`src/rtl/uart_rx_pkg.sv`:
```
package uart_rx_pkg;

    typedef enum logic [2:0] {
        ST_IDLE,
        ST_START,
        ST_DATA,
        ST_PAR,
        ST_STOP1,
        ST_STOP2
    } rx_state_e;

    // Stored queue entry, most significant field first.
    typedef struct packed {
        logic       ovr;
        logic       brk;
        logic       perr;
        logic       ferr;
        logic [7:0] data;
    } rx_entry_t;

    typedef struct packed {
        logic [1:0] wlen;
        logic       par_en;
        logic       par_odd;
        logic       stop2;
    } rx_fmt_t;

endpackage

```
`src/rtl/uart_rx_deframer.sv`:
```
module uart_rx_deframer
    import uart_rx_pkg::*;
#(
    parameter int OVS = 16
) (
    input  logic      clk,
    input  logic      rst_n,
    input  logic      line,
    input  logic      tick,
    input  rx_fmt_t   fmt_in,
    output logic      push,
    output rx_entry_t push_entry
);

    localparam int            CW      = $clog2(OVS);
    localparam logic [CW-1:0] CNT_MID = CW'(OVS / 2 - 1);
    localparam logic [CW-1:0] CNT_BIT = CW'(OVS - 1);

    typedef struct packed {
        rx_state_e     st;
        logic [CW-1:0] cnt;
        logic [2:0]    idx;
        logic [7:0]    data;
        logic          par;
        logic          allz;
        logic          ferr;
        logic          prev;
        rx_fmt_t       fmt;
    } regs_t;

    regs_t      r_q, r_d;
    logic [2:0] last_idx;
    logic       done;
    logic       busy;

    always_comb begin
        last_idx = 3'd4 + {1'b0, r_q.fmt.wlen};
        busy     = (r_q.st != ST_IDLE);
    end

    always_comb begin
        r_d        = r_q;
        done       = 1'b0;
        push       = 1'b0;
        push_entry = '0;
        if (tick) begin
            r_d.prev = line;
            case (r_q.st)
                ST_IDLE: begin
                    if (r_q.prev && !line) begin
                        r_d.st   = ST_START;
                        r_d.cnt  = '0;
                        r_d.idx  = '0;
                        r_d.data = '0;
                        r_d.par  = 1'b0;
                        r_d.allz = 1'b1;
                        r_d.ferr = 1'b0;
                        r_d.fmt  = fmt_in;
                    end
                end
                ST_START: begin
                    if (r_q.cnt == CNT_MID) begin
                        r_d.cnt = '0;
                        r_d.st  = line ? ST_IDLE : ST_DATA;
                    end else begin
                        r_d.cnt = r_q.cnt + 1'b1;
                    end
                end
                default: begin
                    if (r_q.cnt != CNT_BIT) begin
                        r_d.cnt = r_q.cnt + 1'b1;
                    end else begin
                        r_d.cnt = '0;
                        case (r_q.st)
                            ST_DATA: begin
                                r_d.data[r_q.idx] = line;
                                r_d.par           = r_q.par ^ line;
                                r_d.allz          = r_q.allz & ~line;
                                if (r_q.idx == last_idx) begin
                                    r_d.st = r_q.fmt.par_en ? ST_PAR : ST_STOP1;
                                end else begin
                                    r_d.idx = r_q.idx + 1'b1;
                                end
                            end
                            ST_PAR: begin
                                r_d.par  = r_q.par ^ line;
                                r_d.allz = r_q.allz & ~line;
                                r_d.st   = ST_STOP1;
                            end
                            ST_STOP1: begin
                                r_d.ferr = ~line;
                                r_d.allz = r_q.allz & ~line;
                                if (r_q.fmt.stop2) begin
                                    r_d.st = ST_STOP2;
                                end else begin
                                    done = 1'b1;
                                end
                            end
                            ST_STOP2: begin
                                done = 1'b1;
                            end
                            default: begin
                                r_d.st = ST_IDLE;
                            end
                        endcase
                    end
                end
            endcase
        end
        if (done) begin
            push            = 1'b1;
            push_entry.ovr  = 1'b0;
            push_entry.brk  = r_d.allz;
            push_entry.perr = r_q.fmt.par_en & (r_d.par ^ r_q.fmt.par_odd);
            push_entry.ferr = r_d.ferr;
            push_entry.data = r_d.data;
            r_d.st          = ST_IDLE;
        end
    end

    always_ff @(posedge clk) begin
        if (!rst_n) begin
            r_q      <= '0;
            r_q.st   <= ST_IDLE;
        end else begin
            r_q <= r_d;
        end
    end

    // a character can only complete on a tick.
    a_r10_push_on_tick: assert property (@(posedge clk) disable iff (!rst_n)
        push |-> tick);

    // a break always carries a framing error.
    a_r6_break_has_ferr: assert property (@(posedge clk) disable iff (!rst_n)
        (push && push_entry.brk) |-> push_entry.ferr);

    // reception opens only from a low line.
    a_r2_start_from_low: assert property (@(posedge clk) disable iff (!rst_n)
        $rose(busy) |-> !$past(line));

    // the captured format is frozen while a character is in flight.
    a_r9_fmt_frozen: assert property (@(posedge clk) disable iff (!rst_n)
        (busy && $past(busy)) |-> $stable(r_q.fmt));

endmodule

```
`src/rtl/uart_rx_fifo.sv`:
```
module uart_rx_fifo
    import uart_rx_pkg::*;
#(
    parameter int DEPTH = 16,
    parameter int CNTW  = $clog2(DEPTH + 1)
) (
    input  logic            clk,
    input  logic            rst_n,
    input  logic            push,
    input  rx_entry_t       push_entry,
    input  logic            pop_req,
    output rx_entry_t       head,
    output logic            empty,
    output logic            full,
    output logic [CNTW-1:0] count
);

    localparam int              PW    = $clog2(DEPTH);
    localparam logic [PW-1:0]   LASTP = PW'(DEPTH - 1);
    localparam logic [CNTW-1:0] FULLC = CNTW'(DEPTH);

    typedef struct packed {
        rx_entry_t [DEPTH-1:0] mem;
        logic [PW-1:0]         wr;
        logic [PW-1:0]         rd;
        logic [CNTW-1:0]       cnt;
    } fifo_t;

    fifo_t s_q, s_d;
    logic  do_pop, do_push, do_ovr;

    function automatic logic [PW-1:0] ptr_next(input logic [PW-1:0] p);
        return (p == LASTP) ? '0 : p + 1'b1;
    endfunction

    function automatic logic [PW-1:0] ptr_prev(input logic [PW-1:0] p);
        return (p == '0) ? LASTP : p - 1'b1;
    endfunction

    always_comb begin
        s_d     = s_q;
        do_pop  = pop_req && (s_q.cnt != '0);
        do_push = push && ((s_q.cnt != FULLC) || do_pop);
        do_ovr  = push && (s_q.cnt == FULLC) && !do_pop;
        if (do_pop) begin
            s_d.rd = ptr_next(s_q.rd);
        end
        if (do_push) begin
            s_d.mem[s_q.wr] = push_entry;
            s_d.wr          = ptr_next(s_q.wr);
        end
        if (do_ovr) begin
            s_d.mem[ptr_prev(s_q.wr)].ovr = 1'b1;
        end
        if (do_push && !do_pop) begin
            s_d.cnt = s_q.cnt + 1'b1;
        end else if (do_pop && !do_push) begin
            s_d.cnt = s_q.cnt - 1'b1;
        end
    end

    always_ff @(posedge clk) begin
        if (!rst_n) begin
            s_q <= '0;
        end else begin
            s_q <= s_d;
        end
    end

    always_comb begin
        empty = (s_q.cnt == '0);
        full  = (s_q.cnt == FULLC);
        count = s_q.cnt;
        head  = empty ? '0 : s_q.mem[s_q.rd];
    end

    // occupancy never exceeds the depth.
    a_r7_count_bound: assert property (@(posedge clk) disable iff (!rst_n)
        count <= FULLC);

    // a read with no arrival lowers the count by one.
    a_r7_pop_dec: assert property (@(posedge clk) disable iff (!rst_n)
        (pop_req && !empty && !push) |=> (count == $past(count) - 1'b1));

    // a read on an empty queue changes nothing.
    a_r7_empty_read: assert property (@(posedge clk) disable iff (!rst_n)
        (pop_req && empty && !push) |=> empty);

    // an overrun leaves occupancy and the head entry untouched.
    a_r8_full_keeps_head: assert property (@(posedge clk) disable iff (!rst_n)
        (full && push && !pop_req) |=> (full && head == $past(head)));

endmodule

```
`src/rtl/uart_rx_tagged.sv`:
```
module uart_rx_tagged
    import uart_rx_pkg::*;
#(
    parameter int DEPTH = 16,
    parameter int OVS   = 16,
    parameter int CNTW  = $clog2(DEPTH + 1)
) (
    input  logic            clk,
    input  logic            rst_n,
    input  logic            rx_line,
    input  logic            tick16,
    input  logic [1:0]      cfg_wlen,
    input  logic            cfg_par_en,
    input  logic            cfg_par_odd,
    input  logic            cfg_stop2,
    input  logic            rd_en,
    output logic [11:0]     head_data,
    output logic            empty,
    output logic            full,
    output logic [CNTW-1:0] count
);

    rx_fmt_t   fmt;
    logic      push;
    rx_entry_t push_entry;
    rx_entry_t head;

    always_comb begin
        fmt.wlen    = cfg_wlen;
        fmt.par_en  = cfg_par_en;
        fmt.par_odd = cfg_par_odd;
        fmt.stop2   = cfg_stop2;
        head_data   = head;
    end

    uart_rx_deframer #(
        .OVS(OVS)
    ) u_deframer (
        .clk       (clk),
        .rst_n     (rst_n),
        .line      (rx_line),
        .tick      (tick16),
        .fmt_in    (fmt),
        .push      (push),
        .push_entry(push_entry)
    );

    uart_rx_fifo #(
        .DEPTH(DEPTH),
        .CNTW (CNTW)
    ) u_fifo (
        .clk       (clk),
        .rst_n     (rst_n),
        .push      (push),
        .push_entry(push_entry),
        .pop_req   (rd_en),
        .head      (head),
        .empty     (empty),
        .full      (full),
        .count     (count)
    );

endmodule

```
`config.mk`:
```
export PLATFORM = sky130hd
export DESIGN_NAME = uart_rx_tagged
export DESIGN_NICKNAME = d
export VERILOG_FILES = /design/src/rtl/uart_rx_pkg.sv /design/src/rtl/uart_rx_deframer.sv /design/src/rtl/uart_rx_fifo.sv /design/src/rtl/uart_rx_tagged.sv
export SDC_FILE = /design/constraint.sdc
export NUM_CORES = 1
export LEC_CHECK = 0
export BUFFER_PORTS_ARGS = -buffer_cell sky130_fd_sc_hd__buf_2
export CAP_MARGIN = 20
export CORE_UTILIZATION = 57
export DETAILED_ROUTE_END_ITERATION = 10
export HOLD_SLACK_MARGIN = 0.05
export PLACE_DENSITY = 0.81
export SLEW_MARGIN = 20
export SYNTH_ARGS = -nofsm -noshare
export SYNTH_HDL_FRONTEND = slang
export SYNTH_HIERARCHICAL = 1
export SYNTH_SLANG_ARGS = --single-unit
```
`constraint.sdc`:
```
create_clock -name clk -period 3.4 [get_ports clk]
set_clock_uncertainty 0.1 [all_clocks]
set_input_delay 0 -clock clk [delete_from_list [all_inputs] [get_ports clk]]
set_output_delay 0 -clock clk [all_outputs]
set_load 0.005 [all_outputs]
```
==> flow_summary.json, run 1 <==
{
  "postRouteWirelength_mm": 27.3,
  "clk_path_buf_depth": 3,
  "ioPinCount": 29,
  "detailedPlace.worstSlack_ns": 0.453,
  "leakagePower_nw": 4.84,
  "hold_viol_final": 0,
  "cp_num_cells": 10,
  "design.core.area_um2": 19600,
  "crit_required_ns": 3.74,
  "switchingPower_mw": 1.17,
  "cts_htree_levels": 1,
  "cp.buffers_inverters": 2,
  "number_of_global_route_vias_before_repair": 8326,
  "route.detailed.drc": 0,
  "synth_largest_area_cell": "sky130_fd_sc_hd__dfxtp_1",
  "power-per-cell-area_nw_per_um2": 453,
  "place.gp.congestion": 0.882,
  "worst_r2r_endpoint": "u_fifo/count[4]",
  "synthTopCellsByArea": "sky130_fd_sc_hd__dfxtp_1 41%, sky130_fd_sc_hd__mux2i_1 18%, sky130_fd_sc_hd__mux4_2 9.5%",
  "clkLatencyLatePin_ns": 0.51,
  "track_usage_pct": 27.4,
  "cell_chain_critical_path": "or4_1, buf_4, o21ai_2, ha_1, inv_1, ha_1, a21oi_1, a211oi_1, a31oi_1, mux2i_1",
  "max-vdd-ir-drop_v": 0.000397,
  "finalSetupViolations": 0,
  "detailedPlacementHpwl_mm": 17.0,
  "achievable-frequency_ghz": 0.335,
  "fillCellCount": 1527,
  "fin_ws_ns": 0.418,
  "route.vias.total": 8537,
  "finalCriticalPeriod_ns": 2.98,
  "dp.cells": 1352,
  "drt-initial-drc-count": 712,
  "synth_cell_types": 82,
  "swShare_pct": 20.2,
  "cts_made_buffers": 25,
  "timing.reg2reg.setup_slack_ns": 0.42,
  "synth_flop_cell": "sky130_fd_sc_hd__dfxtp_1",
  "finish.net_count": 1149,
  "report.power.total_mw": 5.77,
  "die-area_um2": 20600,
  "synth_warnings": 6,
  "worst_hold_path_type": "in2reg",
  "antennaDiodeCount": 0,
  "synth_cells": 1125,
  "route.detailed.wl_per_inst_um": 19.4,
  "crit-reg2reg-launch": "u_fifo/count[0]",
  "p_int_mw": 4.60,
  "postLayoutCoreUtil_pct": 65.0,
  "first_pass_iters": 5,
  "post_cts.repair.setup_buffers": 0,
  "asyncSetResetFlopFracSynth_pct": 0,
  "finalMaxSlewViolations": 0,
  "path_clk_slew_ns": 0.06,
  "globalRouteOverflowTotal": 0,
  "via_per_inst": 6.07,
  "share_seq_of_total_power_pct": 47.3,
  "worst_pin_slew_ns": 1.18,
  "period_share_pct": 87.7,
  "final_antenna_net_count": 0,
  "slew_headroom_pct": 21.4,
  "number_of_maximum_capacitance_violations": 0,
  "port_buffers": 28,
  "worstSetupStartpointType": "flip-flop",
  "p_clk_share_pct": 50.9,
  "path_class": "reg2reg",
  "yosysTopAreaCellShare_pct": 40.6,
  "grt_max_degree": 122,
  "avgSynthCellArea_um2": 10.2,
  "root_buffer": "sky130_fd_sc_hd__clkbuf_16",
  "tritoncts": "built",
  "synth.ff_latch_count": 232,
  "reg2reg_path_depth": 10,
  "crit_slowest_cell": "sky130_fd_sc_hd__or4_1",
  "cp_max_fo": 15,
  "cp-startpoint": "u_fifo/count[0]",
  "synth-edff-count": 0,
  "numClockSinks": 232,
  "final_cells": 1406,
  "critical_path.endpoint": "u_fifo/count[4]",
  "worst_setup_path_end_kind": "flip-flop",
  "drive_gt1_share_pct": 17.5,
  "cp_data_arrival_time_ns": 3.33,
  "grt_antenna_before_repair": 0,
  "syn_area_um2": 11400,
  "grt_pass1_wl_mm": 44.1,
  "path_common_cell": "sky130_fd_sc_hd__ha_1",
  "crit_path_max_incr_delay_ns": 0.59,
  "grt_setup_unrepaired": "no",
  "area.growth.synth_to_final_pct": 11.4,
  "die_h_um": 144,
  "mappedNetlistNets": 1150,
  "pwr-share-comb_pct": 1.9,
  "start_util_pct": 58.4,
  "critical-path-top-delay-family": "compound AO/OA/AOI/OAI gates",
  "part_of_the_yosys_area_used_for_sequential_elements_pct": 40.6,
  "setup_tns_ns": 0,
  "std_cell_rows": 51,
  "status": "finished, final reports clean",
  "dieWidth_um": 144
}
==> synthesized netlist by cell type, types with 3 or more instances <==
| cell type | n |
|---|---|
| sky130_fd_sc_hd__mux4_2 | 48 |
| sky130_fd_sc_hd__mux2i_1 | 211 |
| sky130_fd_sc_hd__buf_4 | 18 |
| sky130_fd_sc_hd__nand4b_1 | 6 |
| sky130_fd_sc_hd__inv_1 | 18 |
| sky130_fd_sc_hd__o221ai_1 | 5 |
| sky130_fd_sc_hd__ha_1 | 14 |
| sky130_fd_sc_hd__xnor2_1 | 6 |
| sky130_fd_sc_hd__buf_6 | 6 |
| sky130_fd_sc_hd__dfxtp_1 | 232 |
| sky130_fd_sc_hd__clkbuf_1 | 52 |
| sky130_fd_sc_hd__a221o_1 | 3 |
| sky130_fd_sc_hd__o21ai_0 | 9 |
| sky130_fd_sc_hd__nand2b_1 | 5 |
| sky130_fd_sc_hd__buf_2 | 27 |
| sky130_fd_sc_hd__o22ai_1 | 8 |
| sky130_fd_sc_hd__o2111ai_2 | 3 |
| sky130_fd_sc_hd__or3_1 | 6 |
| sky130_fd_sc_hd__a21oi_2 | 4 |
| sky130_fd_sc_hd__and2_1 | 6 |
| sky130_fd_sc_hd__and4_1 | 3 |
| sky130_fd_sc_hd__a211oi_1 | 29 |
| sky130_fd_sc_hd__a21oi_1 | 29 |
| sky130_fd_sc_hd__nand4_1 | 11 |
| sky130_fd_sc_hd__nor3_1 | 5 |
| sky130_fd_sc_hd__a21o_1 | 3 |
| sky130_fd_sc_hd__a22o_1 | 4 |
| sky130_fd_sc_hd__nand2_1 | 43 |
| sky130_fd_sc_hd__nor2_1 | 212 |
| sky130_fd_sc_hd__nor2b_1 | 17 |
| sky130_fd_sc_hd__nand3_1 | 14 |
| sky130_fd_sc_hd__xor2_1 | 3 |
==> worst min path at each step <==
stage,startpoint,endpoint,slack [ns],depth (start not counted)
3_5_place_dp,cfg_wlen[1],u_deframer/r_q[4],0.14,3
6_report,cfg_wlen[1],u_deframer/r_q[4],0.18,4
3_3_place_gp,cfg_wlen[1],u_deframer/r_q[4],0.14,3
4_1_cts,cfg_wlen[1],u_deframer/r_q[4],0.16,4
5_1_grt,cfg_par_en,u_deframer/r_q[2],0.21,4
2_1_floorplan,cfg_stop2,u_deframer/r_q[0],0.04,2
==> repair_timing <==
| item | in CTS | in global routing |
|---|---|---|
| setup endpoints to repair | 0 | 0 |
| endpoints found under the hold margin | 38 | 0 |
| gates resized for setup | 0 | 0 |
| hold buffers | 9 | 0 |
==> per-layer routing <==
layer,part of all wire [%],track usage (%),routed length (um)
met5,0,0,0
met3,5.5,3.97,1510
met2,47,45.2,12900
met4,2.9,9.80,800
met1,44,36.6,12100
==> worst register-to-register path, stage by stage (launching register included) <==
cell                       delay, ns
sky130_fd_sc_hd__dfxtp_1        0.38
sky130_fd_sc_hd__or4_1          0.59
sky130_fd_sc_hd__buf_4          0.23
sky130_fd_sc_hd__o21ai_2        0.27
sky130_fd_sc_hd__ha_1           0.23
sky130_fd_sc_hd__inv_1          0.11
sky130_fd_sc_hd__ha_1           0.33
sky130_fd_sc_hd__a21oi_1        0.20
sky130_fd_sc_hd__a211oi_1       0.10
sky130_fd_sc_hd__a31oi_1        0.19
sky130_fd_sc_hd__mux2i_1        0.20
==> final cells by class <==
type / instances / area (um2) / share of cell area, %
well taps: 265 / 332 / 2.60
inverters: 19 / 76.3 / 0.599
clock inverters: 11 / 183 / 1.43
clock buffers: 33 / 716 / 5.62
flip-flops and latches: 232 / 4650 / 36.5
multi-input cells: 768 / 6220 / 48.8
repair buffers: 78 / 567 / 4.45
==> cell usage in the layout, fill, tap and decap left out, types with 4 or more instances in the layout <==
cell,count
sky130_fd_sc_hd__inv_1,17
sky130_fd_sc_hd__mux2i_1,211
sky130_fd_sc_hd__nand4b_1,6
sky130_fd_sc_hd__buf_2,28
sky130_fd_sc_hd__nor2b_1,17
sky130_fd_sc_hd__o221ai_1,5
sky130_fd_sc_hd__o22ai_1,8
sky130_fd_sc_hd__dlygate4sd3_1,9
sky130_fd_sc_hd__xnor2_1,6
sky130_fd_sc_hd__dfxtp_1,230
sky130_fd_sc_hd__ha_1,14
sky130_fd_sc_hd__mux4_2,48
sky130_fd_sc_hd__bufinv_16,5
sky130_fd_sc_hd__nor2_1,212
sky130_fd_sc_hd__buf_4,38
sky130_fd_sc_hd__a211oi_1,25
sky130_fd_sc_hd__a21oi_1,27
sky130_fd_sc_hd__nand2b_1,5
sky130_fd_sc_hd__or3_1,6
sky130_fd_sc_hd__clkinv_2,5
sky130_fd_sc_hd__o21ai_0,9
sky130_fd_sc_hd__nand2_1,43
sky130_fd_sc_hd__clkbuf_16,25
sky130_fd_sc_hd__a22o_1,4
sky130_fd_sc_hd__clkbuf_8,6
sky130_fd_sc_hd__nand4_1,11
sky130_fd_sc_hd__a21oi_2,6
sky130_fd_sc_hd__a211oi_2,4
sky130_fd_sc_hd__nor3_1,4
sky130_fd_sc_hd__nand3_1,14
sky130_fd_sc_hd__and2_1,6
==> stage by stage <==
step | cell area (um2) | hold slack [ns]
after floorplan | 11400 | 0.0360
after global placement | 11700 | 0.143
after detailed placement | 11700 | 0.145
after CTS | 12700 | 0.162
after global routing | 12700 | 0.214
final | 12700 | 0.177
==> cells by family (layout without fill, tap and decap cells) <==
family | count (synthesis) | in the layout | synth area share [%]
compound gates | 133 | 133 | 8.97
mux | 260 | 260 | 28.0
fa+ha+maj | 15 | 15 | 1.71
buf+inv | 125 | 141 | 5.39
other cells | 1 | 1 | 0.0328
simple gates | 350 | 350 | 14.6
xor+xnor | 9 | 9 | 0.689
flops | 232 | 232 | 40.6
==> power by group through the flow <==
stage	clock network (mW)	registers [mW]	logic (mW)
final	2.93	2.72	0.108
after global routing	3.10	2.72	0.117
after CTS	2.97	2.72	0.105
after detailed placement	0	2.78	0.0963
after global placement	0	2.78	0.0958
after floorplan	0	2.78	0.0794
Power figures use the tool's default switching activity.
==> run 2: changes to the inputs <==
- ABC_AREA: not set -> 1
- clock period: 3.4 -> 2.5 ns (I/O delays scaled with it)
==> run 2 against run 1 <==
  * Count of clock-buffer cells in the layout is 4 higher
  * Worst hold slack lost 0.017 ns
  * Critical path depth rose by 7
  * Largest cell class unchanged
  * Highest routed layer unchanged
==> flow_summary.json, run 2 <==
{
  "post-route-cell-area_um2": 13800,
  "highest_layer": "met4",
  "fin_ws_ns": 0.119,
  "period_share_pct": 95.2,
  "syn_area_um2": 12400,
  "root_buffer": "sky130_fd_sc_hd__clkbuf_16",
  "first_pass_iters": 8,
  "globalRouteOverflowTotal": 0,
  "fillCellCount": 1871,
  "route.met2.wl_mm": 15.2,
  "avgSynthCellArea_um2": 6.41,
  "path_common_cell": "sky130_fd_sc_hd__nand2_1",
  "timing.hold.ws_ns": 0.160,
  "number_of_maximum_capacitance_violations": 0,
  "route.detailed.drc": 0,
  "path_class": "reg2reg",
  "worstSetupStartpointType": "flip-flop",
  "crit_required_ns": 2.87,
  "synth_cells": 1931,
  "port_buffers": 28,
  "dr_wl_met3_mm": 2.41,
  "hold_viol_final": 0,
  "place.gp.congestion": 0.887,
  "achievable-frequency_ghz": 0.420,
  "grt_max_degree": 175,
  "synth_flop_cell": "sky130_fd_sc_hd__dfxtp_1",
  "synth_largest_area_cell": "sky130_fd_sc_hd__dfxtp_1",
  "cp.buffers_inverters": 2,
  "via_per_inst": 5.56,
  "route.detailed.wl_per_inst_um": 14.9,
  "crit_slowest_cell": "sky130_fd_sc_hd__fa_2",
  "antennaDiodeCount": 0,
  "synth_warnings": 6,
  "mappedNetlistNets": 1956,
  "detailedPlacementHpwl_mm": 20.2,
  "path_clk_slew_ns": 0.06,
  "tritoncts": "built",
  "grt_antenna_before_repair": 0,
  "design.core.area_um2": 21200,
  "synth_cell_types": 35,
  "worst_pin_slew_ns": 0.723,
  "max-vdd-ir-drop_v": 0.000540,
  "postRouteWirelength_mm": 33.0,
  "track_usage_pct": 29.5,
  "critical-path-top-delay-family": "simple AND/OR/NAND/NOR gates",
  "finalSetupViolations": 0,
  "met1_length_mm": 14.4,
  "cts_htree_levels": 1,
  "pwr-share-comb_pct": 31.8,
  "dieWidth_um": 149,
  "synth-edff-count": 0,
  "drive_gt1_share_pct": 9.38,
  "p_clk_share_pct": 33.1,
  "cp_max_fo": 4,
  "detailedPlace.worstSlack_ns": 0.0991,
  "die_h_um": 149,
  "leakagePower_nw": 6.52,
  "finalCriticalPeriod_ns": 2.38,
  "clkLatencyLatePin_ns": 0.53,
  "std_cell_rows": 53,
  "synthMostInstantiatedCell": "sky130_fd_sc_hd__nand2_1",
  "synth.ff_latch_count": 232,
  "power-per-cell-area_nw_per_um2": 825,
  "part_of_the_yosys_area_used_for_sequential_elements_pct": 37.5,
  "final_cells": 2215,
  "crit_path_max_incr_delay_ns": 0.40,
  "start_util_pct": 58.5,
  "ioPinCount": 29,
  "cp_data_arrival_time_ns": 2.75,
  "worst_setup_path_end_kind": "flip-flop",
  "clk_path_buf_depth": 3,
  "synth.cells.most_frequent": "460 x sky130_fd_sc_hd__nand2_1, 345 x sky130_fd_sc_hd__nor2_1, 232 x sky130_fd_sc_hd__dfxtp_1, 177 x sky130_fd_sc_hd__inv_1, 161 x sky130_fd_sc_hd__nand3_1",
  "asyncSetResetFlopFracSynth_pct": 0,
  "slew_headroom_pct": 51.8,
  "p_int_mw": 7.30,
  "die-area_um2": 22300,
  "area.growth.synth_to_final_pct": 11.8,
  "yosysTopAreaCellShare_pct": 37.5,
  "number_of_global_route_vias_before_repair": 10964,
  "finish.net_count": 1945,
  "placed_cell_area_um2": 12800,
  "final_antenna_net_count": 0,
  "synthTopCellsByArea": "sky130_fd_sc_hd__dfxtp_1 37%, sky130_fd_sc_hd__nand2_1 14%, sky130_fd_sc_hd__nor2_1 10%",
  "cts_made_buffers": 26,
  "share_seq_of_total_power_pct": 35.1,
  "swShare_pct": 36.1,
  "final_common_cell": "sky130_fd_sc_hd__nand2_1",
  "grt_pass1_wl_mm": 53.8,
  "worst_hold_path_type": "in2reg",
  "cell_chain_critical_path": "ha_4, nand2_4, nor2_4, nand2_2, nor2_4, nand2_8, inv_6, ha_4, inv_4, fa_2, nand2_2, a21oi_2, nor2_1, nand2_1, nand2_1, nand2_1, a21oi_2",
  "status": "finished, final reports clean",
  "drt-initial-drc-count": 1281,
  "route.vias.total": 12321,
  "mostFrequentLayoutCells": "458 x sky130_fd_sc_hd__nand2_1, 345 x sky130_fd_sc_hd__nor2_1, 228 x sky130_fd_sc_hd__dfxtp_1",
  "dp.cells": 2153,
  "finalMaxSlewViolations": 0,
  "switchingPower_mw": 4.12,
  "setup_tns_ns": 0,
  "numClockSinks": 232
}
run 2: changes by cell type after synthesis, sizes merged, moves of 22 or more:
cell    before  now
mux4        48    0
inv         18  189
nor2       212  359
a21oi       33  131
nand4       11   33
nand3       14  163
o21ai       13  169
mux2i      211    0
a211oi      29    1
nand2       44  464
run 2: cell families after synthesis:
family | Yosys count | synth area share, %
and+or+nand+nor | 1023 | 35.2
buffers and inverters | 327 | 11.5
AOI/OAI and AO/OA | 325 | 13.7
DFF | 232 | 37.5
adders and majority gates | 15 | 1.58
xor gates and xnor gates | 8 | 0.566
other | 1 | 0.0303
run 2: path summary, 6_finish.rpt:
kind	slack, ns	to	from	cells after the start
max	0.12	u_fifo/count[4]	u_deframer/r_q[20]	17
min	0.16	u_deframer/r_q[3]	cfg_wlen[0]	4
max reg2reg	0.12	u_fifo/count[4]	u_deframer/r_q[20]	17
min reg2reg	0.35	flip-flop	flip-flop	2
run 2: worst min-delay path, stage by stage:
cell                            delay (ns)
sky130_fd_sc_hd__dlygate4sd3_1        0.52
sky130_fd_sc_hd__buf_2                0.10
sky130_fd_sc_hd__nor2_1               0.04
sky130_fd_sc_hd__nor2_1               0.09
run 2: power by group through the flow:
stage          registers [mW]  logic [mW]  clock network (mW)
2_1_floorplan            4.06        2.62                   0
3_3_place_gp             4.07        3.45                   0
3_5_place_dp             4.09        3.50                   0
4_1_cts                  4.01        3.54                3.82
5_1_grt                  4.03        4.03                3.98
6_report                 4.01        3.63                3.78
run 2: layout make-up:
cell class                      count  area (um2)  share of cell area [%]
Inverter                          192         728                    5.26
Multi-Input combinational cell   1372        6390                    46.2
Clock inverter                     11        86.3                   0.624
Timing Repair Buffer               96         875                    6.32
Sequential cell                   232        4650                    33.6
Tap cell                          275         344                    2.49
Clock buffer                       37         763                    5.51
run 2: what timing repair did:
item,CTS,global route
endpoints found under the hold margin,60,0
hold buffers,12,0
setup endpoints to repair,0,2
setup buffers,0,2
gates resized for setup,0,6
run 2: metal layers:
| metal | global-route usage [%] | up-vias |
|---|---|---|
| li1 | - | 6099 |
| met1 | 40.7 | 5631 |
| met2 | 47.5 | 514 |
| met3 | 3.29 | 77 |
| met4 | 10.3 | 0 |
| met5 | 0 | - |
run 2: per-stage QoR:
stage	total power, mW	utilization, %
3_3_place_gp	7.52	60.7
2_1_floorplan	6.68	-
6_report	11.4	65.5
3_5_place_dp	7.58	60.7
4_1_cts	11.4	65.3
5_1_grt	12.0	65.5
